==> config.mk <==
export PLATFORM = sky130hd
export DESIGN_NAME = smbAlertCtl
export DESIGN_NICKNAME = d
export VERILOG_FILES = /design/src/rtl/smbAlertPkg.sv /design/src/rtl/smbAlertDatapath.sv /design/src/rtl/smbAlertControl.sv /design/src/rtl/smbAlertCtl.sv
export SDC_FILE = /design/constraint.sdc
export NUM_CORES = 1
export LEC_CHECK = 0
export ABC_AREA = 1
export BUFFER_PORTS_ARGS = -buffer_cell sky130_fd_sc_hd__buf_4
export CAP_MARGIN = 20
export CORE_AREA = 2 2 39 41
export DETAILED_ROUTE_END_ITERATION = 10
export DIE_AREA = 0 0 41 43
export GPL_TIMING_DRIVEN = 0
export PLACE_DENSITY_LB_ADDON = 0.05
export SYNTH_ARGS = -nofsm -noshare
export SYNTH_HDL_FRONTEND = slang
export SYNTH_SLANG_ARGS = --single-unit
export TNS_END_PERCENT = 10
==> constraint.sdc <==
create_clock -name clk -period 0.8 [get_ports clk]
set_input_delay 0.04 -clock clk [delete_from_list [all_inputs] [get_ports clk]]
set_output_delay 0.04 -clock clk [all_outputs]
set_load 0.005 [all_outputs]
==> src/rtl/smbAlertPkg.sv <==
package smbAlertPkg;
  typedef struct packed {
    logic latchGroup;
    logic latchStuck;
    logic clearAll;
  } ctlStrobe_t;
endpackage

==> src/rtl/smbAlertDatapath.sv <==
module smbAlertDatapath
  import smbAlertPkg::*;
#(
  parameter int NUM_BUS = 4,
  localparam int STAT_W = NUM_BUS + 2
) (
  input  logic               clk,
  input  logic               rst,
  input  logic               connFault,
  input  logic [NUM_BUS-1:0] busAlertN,
  input  logic [NUM_BUS-1:0] busConnected,
  input  logic               stuckLow,
  input  ctlStrobe_t         strobe,
  output logic               groupRise,
  output logic               stuckRise,
  output logic               groupFlag,
  output logic               stuckFlag,
  output logic [STAT_W-1:0]  statusReg
);
  logic [NUM_BUS-1:0] orphanAlert;
  logic groupSrc, groupPrev, stuckPrev;

  // An alert only counts when its bus is not switched through to the master.
  for (genvar i = 0; i < NUM_BUS; i++) begin : g_orphan
    assign orphanAlert[i] = ~busAlertN[i] & ~busConnected[i];
  end

  assign groupSrc  = connFault | (|orphanAlert);
  assign groupRise = groupSrc & ~groupPrev;
  assign stuckRise = stuckLow & ~stuckPrev;

  always_ff @(posedge clk) begin
    if (rst) begin
      groupPrev <= 1'b0;
      stuckPrev <= 1'b0;
      groupFlag <= 1'b0;
      stuckFlag <= 1'b0;
    end else begin
      groupPrev <= groupSrc;
      stuckPrev <= stuckLow;
      if (strobe.latchGroup)    groupFlag <= 1'b1;
      else if (strobe.clearAll) groupFlag <= 1'b0;
      if (strobe.latchStuck)    stuckFlag <= 1'b1;
      else if (strobe.clearAll) stuckFlag <= 1'b0;
    end
  end

  assign statusReg = {stuckFlag, groupFlag, busAlertN};
endmodule

==> src/rtl/smbAlertControl.sv <==
module smbAlertControl
  import smbAlertPkg::*;
(
  input  logic       clk,
  input  logic       rst,
  input  logic       groupRise,
  input  logic       stuckRise,
  input  logic       groupFlag,
  input  logic       stuckFlag,
  input  logic       araReplied,
  input  logic       addressed,
  input  logic       reg0Write,
  output ctlStrobe_t strobe,
  output logic       alertN
);
  logic fireGroup, fireStuck, alertActive;

  // A source is armed while its flag is clear.
  assign fireGroup = groupRise & ~groupFlag;
  assign fireStuck = stuckRise & ~stuckFlag;

  always_comb begin
    strobe.latchGroup = fireGroup;
    strobe.latchStuck = fireStuck;
    strobe.clearAll   = reg0Write;
  end

  always_ff @(posedge clk) begin
    if (rst)                          alertActive <= 1'b0;
    else if (fireGroup || fireStuck)  alertActive <= 1'b1;
    else if (araReplied || addressed) alertActive <= 1'b0;
  end

  assign alertN = ~alertActive;
endmodule

==> src/rtl/smbAlertCtl.sv <==
module smbAlertCtl
  import smbAlertPkg::*;
#(
  parameter int NUM_BUS = 4,
  localparam int STAT_W = NUM_BUS + 2
) (
  input  logic               clk,
  input  logic               rst,
  input  logic               connFault,
  input  logic [NUM_BUS-1:0] busAlertN,
  input  logic [NUM_BUS-1:0] busConnected,
  input  logic               stuckLow,
  input  logic               araReplied,
  input  logic               addressed,
  input  logic               reg0Write,
  output logic               alertN,
  output logic [STAT_W-1:0]  statusReg
);
  ctlStrobe_t strobe;
  logic groupRise, stuckRise, groupFlag, stuckFlag;

  smbAlertDatapath #(.NUM_BUS(NUM_BUS)) u_dp (
    .clk(clk), .rst(rst), .connFault(connFault), .busAlertN(busAlertN),
    .busConnected(busConnected), .stuckLow(stuckLow), .strobe(strobe),
    .groupRise(groupRise), .stuckRise(stuckRise), .groupFlag(groupFlag),
    .stuckFlag(stuckFlag), .statusReg(statusReg)
  );

  smbAlertControl u_ctl (
    .clk(clk), .rst(rst), .groupRise(groupRise), .stuckRise(stuckRise),
    .groupFlag(groupFlag), .stuckFlag(stuckFlag), .araReplied(araReplied),
    .addressed(addressed), .reg0Write(reg0Write), .strobe(strobe),
    .alertN(alertN)
  );
endmodule

==> metrics.txt, run 1 <==
# TYPE chip_impl_metric gauge
chip_impl_metric{name="crit_required",unit="ns"} 0.76
chip_impl_info{name="ctsRootBufferMaster",value="sky130_fd_sc_hd__clkbuf_4"} 1
chip_impl_metric{name="timing.fmax",unit="MHz"} 1247
chip_impl_metric{name="clk_sinks",unit=""} 5
chip_impl_metric{name="post_layout_nonfiller_instances",unit=""} 81
chip_impl_info{name="cts_tree",value="yes"} 1
chip_impl_info{name="timing.hold.worst.start",value="stuckLow"} 1
chip_impl_metric{name="final_min_period_over_clock_period",unit=""} 1.002
chip_impl_metric{name="synth.yosys.warnings",unit=""} 0
chip_impl_metric{name="detailedRoute.firstIterationViolations",unit=""} 2
chip_impl_metric{name="floorplan.die.height",unit="um"} 43
chip_impl_metric{name="io_buffer_count",unit=""} 21
chip_impl_metric{name="place_worst_setup_slack",unit="ns"} 0.003255
chip_impl_metric{name="critical_path_cell_count",unit=""} 2
chip_impl_metric{name="power-per-cell-area",unit="nW/um^2"} 1507
chip_impl_metric{name="synth-simple-area-share",unit=""} 0.2365
chip_impl_info{name="violations_in_the_final_reports",value="negative setup slack"} 1
chip_impl_metric{name="finish.net_count",unit=""} 81
chip_impl_info{name="timing.rr.start",value="u_dp.groupFlag"} 1
chip_impl_info{name="worstSetupEndpoint",value="statusReg[5]"} 1
chip_impl_metric{name="postSynthRegisterBits",unit=""} 5
chip_impl_metric{name="synth.mux.area_fraction",unit=""} 0
chip_impl_metric{name="tightest_slew",unit="ns"} 0.1413
chip_impl_metric{name="route.final.wire_length",unit="um"} 573
chip_impl_metric{name="grt_max_degree",unit=""} 6
chip_impl_metric{name="gr-total-overflow",unit=""} 0
chip_impl_metric{name="finalSetupViolations",unit=""} 1
chip_impl_metric{name="cells_after_synth",unit=""} 37
chip_impl_metric{name="synth_fa_ha_area_frac",unit=""} 0
chip_impl_metric{name="drc",unit=""} 0
chip_impl_metric{name="post_synth_num_cell_types",unit=""} 10
chip_impl_metric{name="die_w",unit="um"} 41
chip_impl_metric{name="antennaDiodeCount",unit=""} 0
chip_impl_metric{name="drt_pre_antenna_iters",unit=""} 2
chip_impl_metric{name="p_leak",unit="nW"} 0.2677
chip_impl_info{name="worstSetupEndpointType",value="output port"} 1
chip_impl_info{name="timing.hold.worst.class",value="in -> reg"} 1
chip_impl_metric{name="synth.top_cell.area_share",unit=""} 0.3941
chip_impl_metric{name="flow.area_growth_from_synthesis",unit="%"} 101.0
chip_impl_metric{name="final-max-slew-violation-count",unit=""} 0
chip_impl_info{name="timing_worst_setup_path_type",value="reg -> out"} 1
chip_impl_metric{name="post_route_setup_slack",unit="ns"} -0.001623
chip_impl_metric{name="global_routing_usage_summed_across_all_routing_layers",unit=""} 0.07739
chip_impl_metric{name="synthXorXnorAreaFrac",unit=""} 0
chip_impl_metric{name="worst_ep_arrival_time",unit="ns"} 0.76
chip_impl_metric{name="die_area",unit="sq um"} 1763
chip_impl_metric{name="finalHoldViolCount",unit=""} 0
chip_impl_metric{name="number_of_fill_cells_in_the_layout",unit=""} 173
chip_impl_metric{name="syn-num-nets",unit=""} 52
chip_impl_metric{name="wl_per_cell",unit="um"} 7.074
chip_impl_metric{name="floorplan.core_area",unit="sq um"} 1384
chip_impl_metric{name="grt_pass1_wl",unit="um"} 876
chip_impl_metric{name="clk-insertion-delay-late",unit="ns"} 0.23
chip_impl_metric{name="post_synthesis_compound_gate_area_fraction",unit=""} 0.1034
chip_impl_metric{name="final.setup_skew",unit="ns"} 0.001617
chip_impl_metric{name="final_period_minus_worst_setup_slack",unit="ns"} 0.8016
chip_impl_metric{name="final_layout_size_suffix_gt1_frac",unit=""} 0.5538
chip_impl_metric{name="io_pins",unit=""} 22
chip_impl_metric{name="placed_cells",unit=""} 74
chip_impl_metric{name="timing.reg2reg.worst_path_depth",unit=""} 4
chip_impl_metric{name="tritoncts.num_buffers",unit=""} 3
chip_impl_metric{name="clkSlewWorstSetupHoldPaths",unit="ns"} 0.04
chip_impl_metric{name="rows",unit=""} 14
chip_impl_metric{name="setup.reg_to_reg.worst_slack",unit="ns"} 0.03
chip_impl_metric{name="finalWeightedCongestion",unit=""} 0.6002
chip_impl_info{name="grt_setup_unrepaired",value="true"} 1
chip_impl_metric{name="final.setup.tns",unit="ns"} -0.001623
chip_impl_info{name="status",value="complete, but fails checks"} 1
chip_impl_info{name="post_synth_main_area_contributors",value="sky130_fd_sc_hd__dfxtp_1 (39%), sky130_fd_sc_hd__buf_4 (18%), sky130_fd_sc_hd__nor2_1 (12%), sky130_fd_sc_hd__inv_1 (8.9%), sky130_fd_sc_hd__nand2_1 (7.4%)"} 1
chip_impl_info{name="worstPathCellList",value="buf_6, buf_6"} 1
chip_impl_metric{name="count_of_nets_left_with_antenna_violations_after_detail_routing",unit=""} 0
chip_impl_metric{name="avgViaCountPerCell",unit=""} 3.790
chip_impl_metric{name="biggest_cell_delay_along_the_critical_path",unit="ns"} 0.32
chip_impl_info{name="cp-start-kind",value="flop"} 1
chip_impl_metric{name="overall_via_count_from_detail_route",unit=""} 307
chip_impl_metric{name="synth_seq_area_share",unit=""} 0.3941
chip_impl_info{name="netlist.top_cell.by_area",value="sky130_fd_sc_hd__dfxtp_1"} 1
chip_impl_info{name="timing.critical_path.max_delay_family",value="flip-flops"} 1
chip_impl_metric{name="synth_area_per_cell",unit="sq um"} 6.865
chip_impl_metric{name="ir_worst_vdd",unit="uV"} 581.3
chip_impl_info{name="cp-startpoint",value="u_dp.stuckFlag"} 1
chip_impl_info{name="cp_most_frequent_cell",value="sky130_fd_sc_hd__buf_6"} 1
chip_impl_metric{name="htree_num_levels",unit=""} 1
chip_impl_metric{name="timing.slew.headroom",unit=""} 0.9054
chip_impl_metric{name="dpl.hpwl",unit="um"} 490.9
chip_impl_metric{name="mappedNetlistArea",unit="sq um"} 254.0
chip_impl_metric{name="initial_core_util",unit=""} 0.1835
chip_impl_metric{name="cap_viol_max_count",unit=""} 0
chip_impl_metric{name="clk_path_buf_depth",unit=""} 2
chip_impl_metric{name="vias_in_the_first_global_route",unit=""} 247
chip_impl_metric{name="timing.critical_path.fanout_max",unit=""} 3
chip_impl_info{name="r2r-end",value="u_dp.groupFlag"} 1
chip_impl_metric{name="number_of_antenna_violations_at_the_first_check_in_global_routing",unit=""} 0
chip_impl_metric{name="worst_hold_slack",unit="ns"} 0.03849
chip_impl_metric{name="crit_buf_inv",unit=""} 2
chip_impl_metric{name="p_total",unit="mW"} 0.7693
chip_impl_info{name="synth_top_family_by_area",value="buffers and inverters"} 1
chip_impl_info{name="critical-path-slowest-cell",value="sky130_fd_sc_hd__dfxtp_2"} 1
-- cell usage in the layout, fill, tap and decap left out, drive strengths merged --
cell,count
buf,29
nor2,8
inv,6
nand2,5
dfxtp,5
clkbuf,4
a21oi,3
or2,1
nand3,1
o21ai,1
a31oi,1
dlygate4sd3,1
-- worst register-to-register path, stage by stage, from the launching register on --
cell,delay (ns)
sky130_fd_sc_hd__dfxtp_2,0.32
sky130_fd_sc_hd__buf_6,0.11
sky130_fd_sc_hd__nor2_2,0.06
sky130_fd_sc_hd__nand2_1,0.07
sky130_fd_sc_hd__a21oi_1,0.14
-- cell type report --
cell class / count / area [sq um] / share of cell area
timing repair buffer: 24 / 193.9 / 0.3799
sequential: 5 / 102.6 / 0.2010
multi-input combinational: 20 / 92.59 / 0.1814
buffer: 6 / 52.55 / 0.1029
clock buffer: 4 / 26.28 / 0.05147
inverter: 6 / 22.52 / 0.04412
tap: 16 / 20.02 / 0.03922
-- kinds of logic after synthesis --
| kind of cell | count (synthesis) |
|---|---|
| and+or+nand+nor | 15 |
| AOI/OAI and AO/OA | 5 |
| DFF | 5 |
| buffers and inverters | 12 |
-- worst min path at each step --
stage	to	cells past startpoint
floorplan	u_ctl.alertActive	1
global placement	u_dp.stuckFlag	2
detailed placement	u_ctl.alertActive	2
CTS	u_dp.stuckPrev	3
global route	u_dp.stuckPrev	3
finish	u_dp.stuckPrev	3
-- report_power, final --
group / internal (mW) / total [mW] / leakage [nW] / switching, mW
sequential: 0.273 / 0.284 / 0.0423 / 0.0117
combinational: 0.141 / 0.205 / 0.210 / 0.0640
clock: 0.188 / 0.280 / 0.0150 / 0.0920
-- routing by layer --
layer | GRT usage | up-vias | share of wire
met2 | 0.1031 | 16 | 0.47
met1 | 0.08065 | 127 | 0.38
met5 | 0 | - | 0
met4 | 0.06000 | 0 | 0.014
met3 | 0.05236 | 2 | 0.14
li1 | - | 162 | -
-- flip-flops by register name, indices dropped and copies added, names as in the netlist --
register / cells
u_ctl.alertActive: 1
u_dp.groupFlag: 1
u_dp.groupPrev: 1
u_dp.stuckFlag: 1
u_dp.stuckPrev: 1
-- metrics by stage --
step | instance area (sq um) | utilization
final | 510.5 | 0.3689
after global routing | 510.5 | 0.3689
after CTS | 493.0 | 0.3562
after detailed placement | 431.7 | 0.3119
after global placement | 431.7 | 0.3119
after floorplan | 254.0 | -
-- synth_stat cells --
| cell | count |
|---|---|
| sky130_fd_sc_hd__a31oi_1 | 1 |
| sky130_fd_sc_hd__or2_1 | 1 |
| sky130_fd_sc_hd__nor2_1 | 8 |
| sky130_fd_sc_hd__o21ai_0 | 1 |
| sky130_fd_sc_hd__inv_1 | 6 |
| sky130_fd_sc_hd__nand3_1 | 1 |
| sky130_fd_sc_hd__dfxtp_1 | 5 |
| sky130_fd_sc_hd__a21oi_1 | 3 |
| sky130_fd_sc_hd__buf_4 | 6 |
| sky130_fd_sc_hd__nand2_1 | 5 |
-- what timing repair did --
| action | CTS | global route |
|---|---|---|
| hold buffers | 1 | 0 |
| endpoints found under the setup margin | 3 | 4 |
| endpoints found under the hold margin | 4 | 0 |
| gates resized for setup | 6 | 4 |
| pin swaps | 0 | 6 |
| setup buffers | 1 | 1 |
No activity file was read; power rests on OpenSTA's default activity.
==> run 2, diff against run 1 <==
--- a/config.mk
+++ b/config.mk
@@ -8,11 +8,14 @@
 export ABC_AREA = 1
 export BUFFER_PORTS_ARGS = -buffer_cell sky130_fd_sc_hd__buf_4
 export CAP_MARGIN = 20
+export CELL_PAD_IN_SITES_DETAIL_PLACEMENT = 0
+export CELL_PAD_IN_SITES_GLOBAL_PLACEMENT = 1
 export CORE_AREA = 2 2 39 41
 export DETAILED_ROUTE_END_ITERATION = 10
 export DIE_AREA = 0 0 41 43
 export GPL_TIMING_DRIVEN = 0
 export PLACE_DENSITY_LB_ADDON = 0.05
+export REMOVE_ABC_BUFFERS = 1
 export SYNTH_ARGS = -nofsm -noshare
 export SYNTH_HDL_FRONTEND = slang
 export SYNTH_SLANG_ARGS = --single-unit
==> metrics.txt, run 2 (synthesis results as in run 1) <==
# TYPE chip_impl_metric gauge
chip_impl_metric{name="dpl-instance-area",unit="sq um"} 386.6
chip_impl_metric{name="grt_max_degree",unit=""} 6
chip_impl_metric{name="grt_pass1_wl",unit="um"} 841
chip_impl_metric{name="die_w",unit="um"} 41
chip_impl_metric{name="clk_path_buf_depth",unit=""} 2
chip_impl_metric{name="final-max-slew-violation-count",unit=""} 0
chip_impl_metric{name="rows",unit=""} 14
chip_impl_metric{name="floorplan.die.height",unit="um"} 43
chip_impl_metric{name="globalRouteMet3Util",unit=""} 0.03141
chip_impl_info{name="cp-startpoint",value="u_dp.stuckFlag"} 1
chip_impl_metric{name="final.setup_skew",unit="ns"} 0.001653
chip_impl_metric{name="initial_core_util",unit=""} 0.1835
chip_impl_metric{name="route.final.wire_length",unit="um"} 561
chip_impl_info{name="timing_worst_setup_path_type",value="reg -> reg"} 1
chip_impl_metric{name="gr-total-overflow",unit=""} 0
chip_impl_metric{name="number_of_antenna_violations_at_the_first_check_in_global_routing",unit=""} 0
chip_impl_metric{name="timing.fmax",unit="MHz"} 1278
chip_impl_metric{name="clk-insertion-delay-late",unit="ns"} 0.24
chip_impl_info{name="grt_setup_unrepaired",value="true"} 1
chip_impl_metric{name="crit_required",unit="ns"} 0.97
chip_impl_info{name="cp-start-kind",value="flop"} 1
chip_impl_metric{name="placed_cells",unit=""} 68
chip_impl_metric{name="use_met1",unit=""} 0.07372
chip_impl_metric{name="io_pins",unit=""} 22
chip_impl_metric{name="die_area",unit="sq um"} 1763
chip_impl_metric{name="finalWeightedCongestion",unit=""} 0.5989
chip_impl_metric{name="finalHoldViolCount",unit=""} 0
chip_impl_metric{name="place_worst_setup_slack",unit="ns"} 0.003513
chip_impl_info{name="timing.rr.start",value="u_dp.stuckFlag"} 1
chip_impl_metric{name="avgViaCountPerCell",unit=""} 3.630
chip_impl_info{name="r2r-end",value="u_ctl.alertActive"} 1
chip_impl_info{name="ctsRootBufferMaster",value="sky130_fd_sc_hd__clkbuf_4"} 1
chip_impl_metric{name="post_route_setup_slack",unit="ns"} 0.01782
chip_impl_metric{name="finalSetupViolations",unit=""} 0
chip_impl_metric{name="timing.critical_path.fanout_max",unit=""} 3
chip_impl_metric{name="worst_hold_slack",unit="ns"} 0.03017
chip_impl_metric{name="count_of_nets_left_with_antenna_violations_after_detail_routing",unit=""} 0
chip_impl_metric{name="antennaDiodeCount",unit=""} 0
chip_impl_metric{name="htree_num_levels",unit=""} 1
chip_impl_metric{name="number_of_fill_cells_in_the_layout",unit=""} 162
chip_impl_metric{name="wl_per_cell",unit="um"} 7.685
chip_impl_info{name="cts_tree",value="yes"} 1
chip_impl_metric{name="tightest_slew",unit="ns"} 0.1404
chip_impl_metric{name="final_min_period_over_clock_period",unit=""} 0.9777
chip_impl_metric{name="worst_ep_arrival_time",unit="ns"} 0.96
chip_impl_metric{name="final_cell_area_excluding_filler_cells",unit="sq um"} 424.2
chip_impl_metric{name="global_routing_usage_summed_across_all_routing_layers",unit=""} 0.07623
chip_impl_metric{name="post_layout_nonfiller_instances",unit=""} 73
chip_impl_metric{name="vias_in_the_first_global_route",unit=""} 231
chip_impl_metric{name="drt_pre_antenna_iters",unit=""} 4
chip_impl_metric{name="final_period_minus_worst_setup_slack",unit="ns"} 0.7822
chip_impl_metric{name="final_layout_size_suffix_gt1_frac",unit=""} 0.4386
chip_impl_metric{name="cap_viol_max_count",unit=""} 0
chip_impl_metric{name="clkSlewWorstSetupHoldPaths",unit="ns"} 0.04
chip_impl_info{name="most_common_cell_after_layout_fill_and_taps_aside",value="sky130_fd_sc_hd__buf_4"} 1
chip_impl_metric{name="overall_via_count_from_detail_route",unit=""} 265
chip_impl_metric{name="finish.net_count",unit=""} 73
chip_impl_metric{name="flow.area_growth_from_synthesis",unit="%"} 66.99
chip_impl_info{name="worstSetupEndpointType",value="flop"} 1
chip_impl_metric{name="clk_sinks",unit=""} 5
chip_impl_info{name="top_usage_layer",value="met2"} 1
chip_impl_info{name="most_frequent_cells_in_the_layout",value="sky130_fd_sc_hd__buf_4 (21), sky130_fd_sc_hd__nor2_1 (8), sky130_fd_sc_hd__inv_1 (6)"} 1
chip_impl_info{name="worstSetupEndpoint",value="u_ctl.alertActive"} 1
chip_impl_info{name="status",value="complete, no violations"} 1
chip_impl_metric{name="power-per-cell-area",unit="nW/um^2"} 1699
chip_impl_info{name="timing.hold.worst.start",value="stuckLow"} 1
chip_impl_metric{name="timing.slew.headroom",unit=""} 0.9061
chip_impl_metric{name="ir_worst_vdd",unit="uV"} 530.0
chip_impl_metric{name="detailedRoute.firstIterationViolations",unit=""} 5
chip_impl_metric{name="final_core_util",unit=""} 0.3065
chip_impl_metric{name="p_leak",unit="nW"} 0.2239
chip_impl_metric{name="io_buffer_count",unit=""} 21
chip_impl_metric{name="setup.reg_to_reg.worst_slack",unit="ns"} 0.02
chip_impl_metric{name="floorplan.core_area",unit="sq um"} 1384
chip_impl_metric{name="drc",unit=""} 0
chip_impl_metric{name="timing.reg2reg.worst_path_depth",unit=""} 5
chip_impl_info{name="timing.hold.worst.class",value="in -> reg"} 1
chip_impl_metric{name="tritoncts.num_buffers",unit=""} 3
chip_impl_metric{name="groute.layer.met2.usage",unit=""} 0.1094
## run 2: changes by cell type in the layout (fill, tap and decap cells not counted)
cell | before | now
sky130_fd_sc_hd__dfxtp_1 | 3 | 4
sky130_fd_sc_hd__a21oi_1 | 2 | 3
sky130_fd_sc_hd__buf_4 | 24 | 21
sky130_fd_sc_hd__dfxtp_2 | 2 | 1
sky130_fd_sc_hd__nor2_1 | 7 | 8
sky130_fd_sc_hd__a21oi_2 | 1 | 0
sky130_fd_sc_hd__buf_6 | 5 | 0
sky130_fd_sc_hd__nor2_2 | 1 | 0
## run 2: power breakdown
part / switching, mW / total (mW) / leakage (nW) / internal, mW
registers: 0.0105 / 0.282 / 0.0421 / 0.271
logic: 0.0534 / 0.148 / 0.167 / 0.0947
clock network: 0.102 / 0.291 / 0.0150 / 0.189
## run 2: cell type report
| cell class | count | area [sq um] | area share |
|---|---|---|---|
| well taps | 16 | 20.02 | 0.04720 |
| multi-input cells | 20 | 86.33 | 0.2035 |
| inverters | 6 | 22.52 | 0.05310 |
| flip-flops and latches | 5 | 101.3 | 0.2389 |
| clock buffers | 4 | 26.28 | 0.06195 |
| repair buffers | 22 | 167.7 | 0.3953 |
## run 2: worst min path at each step
stage / end / cells past startpoint
floorplan: statusReg[0] / 0
finish: u_dp.stuckPrev / 3
detailed placement: u_ctl.alertActive / 2
global placement: u_dp.groupPrev / 2
global route: u_dp.stuckPrev / 3
CTS: u_dp.stuckPrev / 3
## run 2: layer usage
metal | up-vias | wire length (um)
met5 | - | 0
met4 | 0 | 0
met3 | 0 | 91
met2 | 19 | 268
met1 | 100 | 200
li1 | 146 | -
## run 2: critical path, stage by stage, from the launching register on
cell	delay, ns
sky130_fd_sc_hd__dfxtp_2	0.32
sky130_fd_sc_hd__nor2_1	0.09
sky130_fd_sc_hd__nand2_1	0.08
sky130_fd_sc_hd__o21ai_1	0.08
sky130_fd_sc_hd__inv_1	0.05
sky130_fd_sc_hd__a21oi_1	0.10
## run 2: stage by stage
stage,total power [mW],TNS [ns]
floorplan,0.3282,0
finish,0.7207,0
global placement,0.4278,0
detailed placement,0.4309,0
CTS,0.7428,0
global route,0.7685,-0.05404
## run 2: what timing repair did
| action | CTS | global route |
|---|---|---|
| resized for setup | 2 | 0 |
| setup buffers | 0 | 0 |
| hold endpoints to repair | 5 | 0 |
| hold buffers | 1 | 0 |
| setup endpoints to repair | 1 | 2 |
| pin swaps | 2 | 3 |
==> run 3, diff against run 2 <==
--- a/config.mk
+++ b/config.mk
@@ -16,6 +16,7 @@
 export GPL_TIMING_DRIVEN = 0
 export PLACE_DENSITY_LB_ADDON = 0.05
 export REMOVE_ABC_BUFFERS = 1
+export SETUP_SLACK_MARGIN = 0.4
 export SYNTH_ARGS = -nofsm -noshare
 export SYNTH_HDL_FRONTEND = slang
 export SYNTH_SLANG_ARGS = --single-unit
==> metrics.txt, run 3 (synthesis results as in run 1) <==
# TYPE chip_impl_metric gauge
chip_impl_info{name="most_frequent_cells_in_the_layout",value="sky130_fd_sc_hd__buf_4 (19), sky130_fd_sc_hd__nor2_1 (8), sky130_fd_sc_hd__inv_1 (5), sky130_fd_sc_hd__nand2_1 (5)"} 1
chip_impl_metric{name="final.setup.tns",unit="ns"} 0
chip_impl_info{name="status",value="complete, but fails checks"} 1
chip_impl_info{name="worstSetupEndpointType",value="flop"} 1
chip_impl_metric{name="tightest_slew",unit="ns"} 0.1405
chip_impl_metric{name="antennaDiodeCount",unit=""} 0
chip_impl_metric{name="vias_in_the_first_global_route",unit=""} 213
chip_impl_metric{name="ir_worst_vdd",unit="uV"} 537.7
chip_impl_metric{name="final.setup_skew",unit="ns"} 0.001427
chip_impl_metric{name="grt_pass1_wl",unit="um"} 800
chip_impl_info{name="ctsRootBufferMaster",value="sky130_fd_sc_hd__clkbuf_4"} 1
chip_impl_metric{name="finish.net_count",unit=""} 72
chip_impl_metric{name="number_of_antenna_violations_at_the_first_check_in_global_routing",unit=""} 0
chip_impl_metric{name="finalSetupViolations",unit=""} 0
chip_impl_metric{name="overall_via_count_from_detail_route",unit=""} 262
chip_impl_info{name="r2r-end",value="u_ctl.alertActive"} 1
chip_impl_metric{name="clk_path_buf_depth",unit=""} 2
chip_impl_metric{name="worst_ep_arrival_time",unit="ns"} 0.94
chip_impl_info{name="timing.hold.worst.class",value="in -> reg"} 1
chip_impl_metric{name="floorplan.die.height",unit="um"} 43
chip_impl_metric{name="power_report.internal_total",unit="mW"} 0.5600
chip_impl_metric{name="share_clk_of_total_power",unit=""} 0.399
chip_impl_metric{name="final-max-slew-violation-count",unit=""} 0
chip_impl_metric{name="cap_viol_max_count",unit=""} 0
chip_impl_metric{name="timing.critical_path.fanout_max",unit=""} 3
chip_impl_metric{name="p_sw",unit="mW"} 0.1681
chip_impl_info{name="timing_worst_setup_path_type",value="reg -> reg"} 1
chip_impl_info{name="violations_in_the_final_reports",value="negative hold slack"} 1
chip_impl_metric{name="p_total",unit="mW"} 0.7281
chip_impl_metric{name="placed_cells",unit=""} 68
chip_impl_metric{name="drt_pre_antenna_iters",unit=""} 4
chip_impl_metric{name="drc",unit=""} 0
chip_impl_metric{name="final_core_util",unit=""} 0.3065
chip_impl_metric{name="finalHoldViolCount",unit=""} 3
chip_impl_metric{name="final_min_period_over_clock_period",unit=""} 0.9620
chip_impl_metric{name="timing.slew.headroom",unit=""} 0.9060
chip_impl_metric{name="floorplan.core_area",unit="sq um"} 1384
chip_impl_metric{name="wl_per_cell",unit="um"} 7.667
chip_impl_metric{name="die_area",unit="sq um"} 1763
chip_impl_metric{name="tritoncts.num_buffers",unit=""} 3
chip_impl_info{name="timing.rr.start",value="u_dp.stuckFlag"} 1
chip_impl_metric{name="post_route_setup_slack",unit="ns"} 0.03043
chip_impl_metric{name="setup.reg_to_reg.worst_slack",unit="ns"} 0.03
chip_impl_metric{name="io_pins",unit=""} 22
chip_impl_metric{name="power-per-cell-area",unit="nW/um^2"} 1717
chip_impl_metric{name="flow.area_growth_from_synthesis",unit="%"} 66.99
chip_impl_metric{name="finalWeightedCongestion",unit=""} 0.5989
chip_impl_info{name="cp-startpoint",value="u_dp.stuckFlag"} 1
chip_impl_metric{name="global_routing_usage_summed_across_all_routing_layers",unit=""} 0.07322
chip_impl_metric{name="clkSlewWorstSetupHoldPaths",unit="ns"} 0.04
chip_impl_metric{name="detailedRoute.firstIterationViolations",unit=""} 3
chip_impl_metric{name="post_layout_nonfiller_instances",unit=""} 72
chip_impl_metric{name="rows",unit=""} 14
chip_impl_metric{name="initial_core_util",unit=""} 0.1835
chip_impl_metric{name="hold_depth",unit=""} 2
chip_impl_metric{name="worst_hold_slack",unit="ns"} -0.01036
chip_impl_metric{name="comb_power_share",unit=""} 0.208
chip_impl_info{name="cts_tree",value="yes"} 1
chip_impl_metric{name="final_period_minus_worst_setup_slack",unit="ns"} 0.7696
chip_impl_metric{name="route.final.wire_length",unit="um"} 552
chip_impl_metric{name="number_of_fill_cells_in_the_layout",unit=""} 160
chip_impl_metric{name="power_switching_share",unit=""} 0.2309
chip_impl_info{name="worstSetupEndpoint",value="u_ctl.alertActive"} 1
chip_impl_metric{name="count_of_nets_left_with_antenna_violations_after_detail_routing",unit=""} 0
chip_impl_metric{name="crit_required",unit="ns"} 0.97
chip_impl_metric{name="clk_sinks",unit=""} 5
chip_impl_metric{name="gr-total-overflow",unit=""} 0
chip_impl_metric{name="timing.fmax",unit="MHz"} 1299
chip_impl_metric{name="clk-insertion-delay-late",unit="ns"} 0.24
chip_impl_info{name="cp-start-kind",value="flop"} 1
chip_impl_metric{name="io_buffer_count",unit=""} 21
chip_impl_metric{name="timing.reg2reg.worst_path_depth",unit=""} 5
chip_impl_metric{name="die_w",unit="um"} 41
chip_impl_metric{name="avgViaCountPerCell",unit=""} 3.639
chip_impl_metric{name="seqPwrFrac",unit=""} 0.393
chip_impl_metric{name="p_leak",unit="nW"} 0.2217
chip_impl_metric{name="postCtsSetupRepairBufs",unit=""} 0
chip_impl_metric{name="htree_num_levels",unit=""} 1
chip_impl_metric{name="final_layout_size_suffix_gt1_frac",unit=""} 0.5000
chip_impl_metric{name="place_worst_setup_slack",unit="ns"} 0.003513
chip_impl_metric{name="grt_max_degree",unit=""} 6
chip_impl_info{name="grt_setup_unrepaired",value="true"} 1
chip_impl_info{name="most_common_cell_after_layout_fill_and_taps_aside",value="sky130_fd_sc_hd__buf_4"} 1
==> run 3: cell types whose count changed in the layout (fill, tap and decap cells not counted) <==
| cell | delta |
|---|---|
| sky130_fd_sc_hd__dlygate4sd3_1 | -1 |
| sky130_fd_sc_hd__inv_1 | -1 |
| sky130_fd_sc_hd__buf_6 | +2 |
| sky130_fd_sc_hd__dfxtp_2 | +2 |
| sky130_fd_sc_hd__inv_2 | +1 |
| sky130_fd_sc_hd__dfxtp_1 | -2 |
| sky130_fd_sc_hd__buf_4 | -2 |
==> run 3: per-layer routing <==
metal  track usage  wire length [um]  vias up
met5             0                 0        -
met4       0.08000                 0        0
met3       0.03141                91        0
met2       0.09375               246       19
met1       0.08013               213       99
li1              -                 -      144
==> run 3: power by group through the flow <==
stage               clock network [mW]  registers [mW]  logic [mW]
finish                           0.291           0.286       0.151
global route                     0.319           0.288       0.169
CTS                              0.310           0.283       0.147
detailed placement                   0           0.286       0.145
global placement                     0           0.284       0.143
floorplan                            0           0.285      0.0436
==> run 3: worst min-delay path by stage <==
stage	slack (ns)	end	start
after floorplan	0.08	statusReg[0]	busAlertN[0]
after global routing	-0.01	u_ctl.alertActive	rst
after global placement	0.25	u_dp.groupPrev	rst
final	-0.01	u_ctl.alertActive	rst
after CTS	-0.02	u_ctl.alertActive	rst
after detailed placement	0.25	u_ctl.alertActive	rst
==> run 3: final cells by class <==
| type | count | area [sq um] | share of cell area |
|---|---|---|---|
| sequential | 5 | 103.9 | 0.2448 |
| timing repair buffer | 21 | 165.2 | 0.3894 |
| inverter | 6 | 22.52 | 0.05310 |
| multi-input combinational | 20 | 86.33 | 0.2035 |
| clock buffer | 4 | 26.28 | 0.06195 |
| tap | 16 | 20.02 | 0.04720 |
==> run 3: critical path, cell delays in order (launching register included) <==
cell                      delay [ns]
sky130_fd_sc_hd__dfxtp_2        0.32
sky130_fd_sc_hd__nor2_1         0.08
sky130_fd_sc_hd__nand2_1        0.08
sky130_fd_sc_hd__o21ai_1        0.08
sky130_fd_sc_hd__inv_1          0.05
sky130_fd_sc_hd__a21oi_1        0.10
==> run 3: what timing repair did <==
action                                  in CTS  in global routing
hold endpoints to repair                     5                  3
gates cloned                                 0                  0
pin swaps                                    3                  1
endpoints found under the setup margin       6                  6
resized for setup                            3                  4
==> run 3: metrics by stage <==
step,hold WS (ns),instance area [sq um]
2_1_floorplan,0.08000,209.0
3_3_place_gp,0.2472,386.6
3_5_place_dp,0.2493,386.6
4_1_cts,-0.01917,415.4
5_1_grt,-0.01060,424.2
6_report,-0.01036,424.2
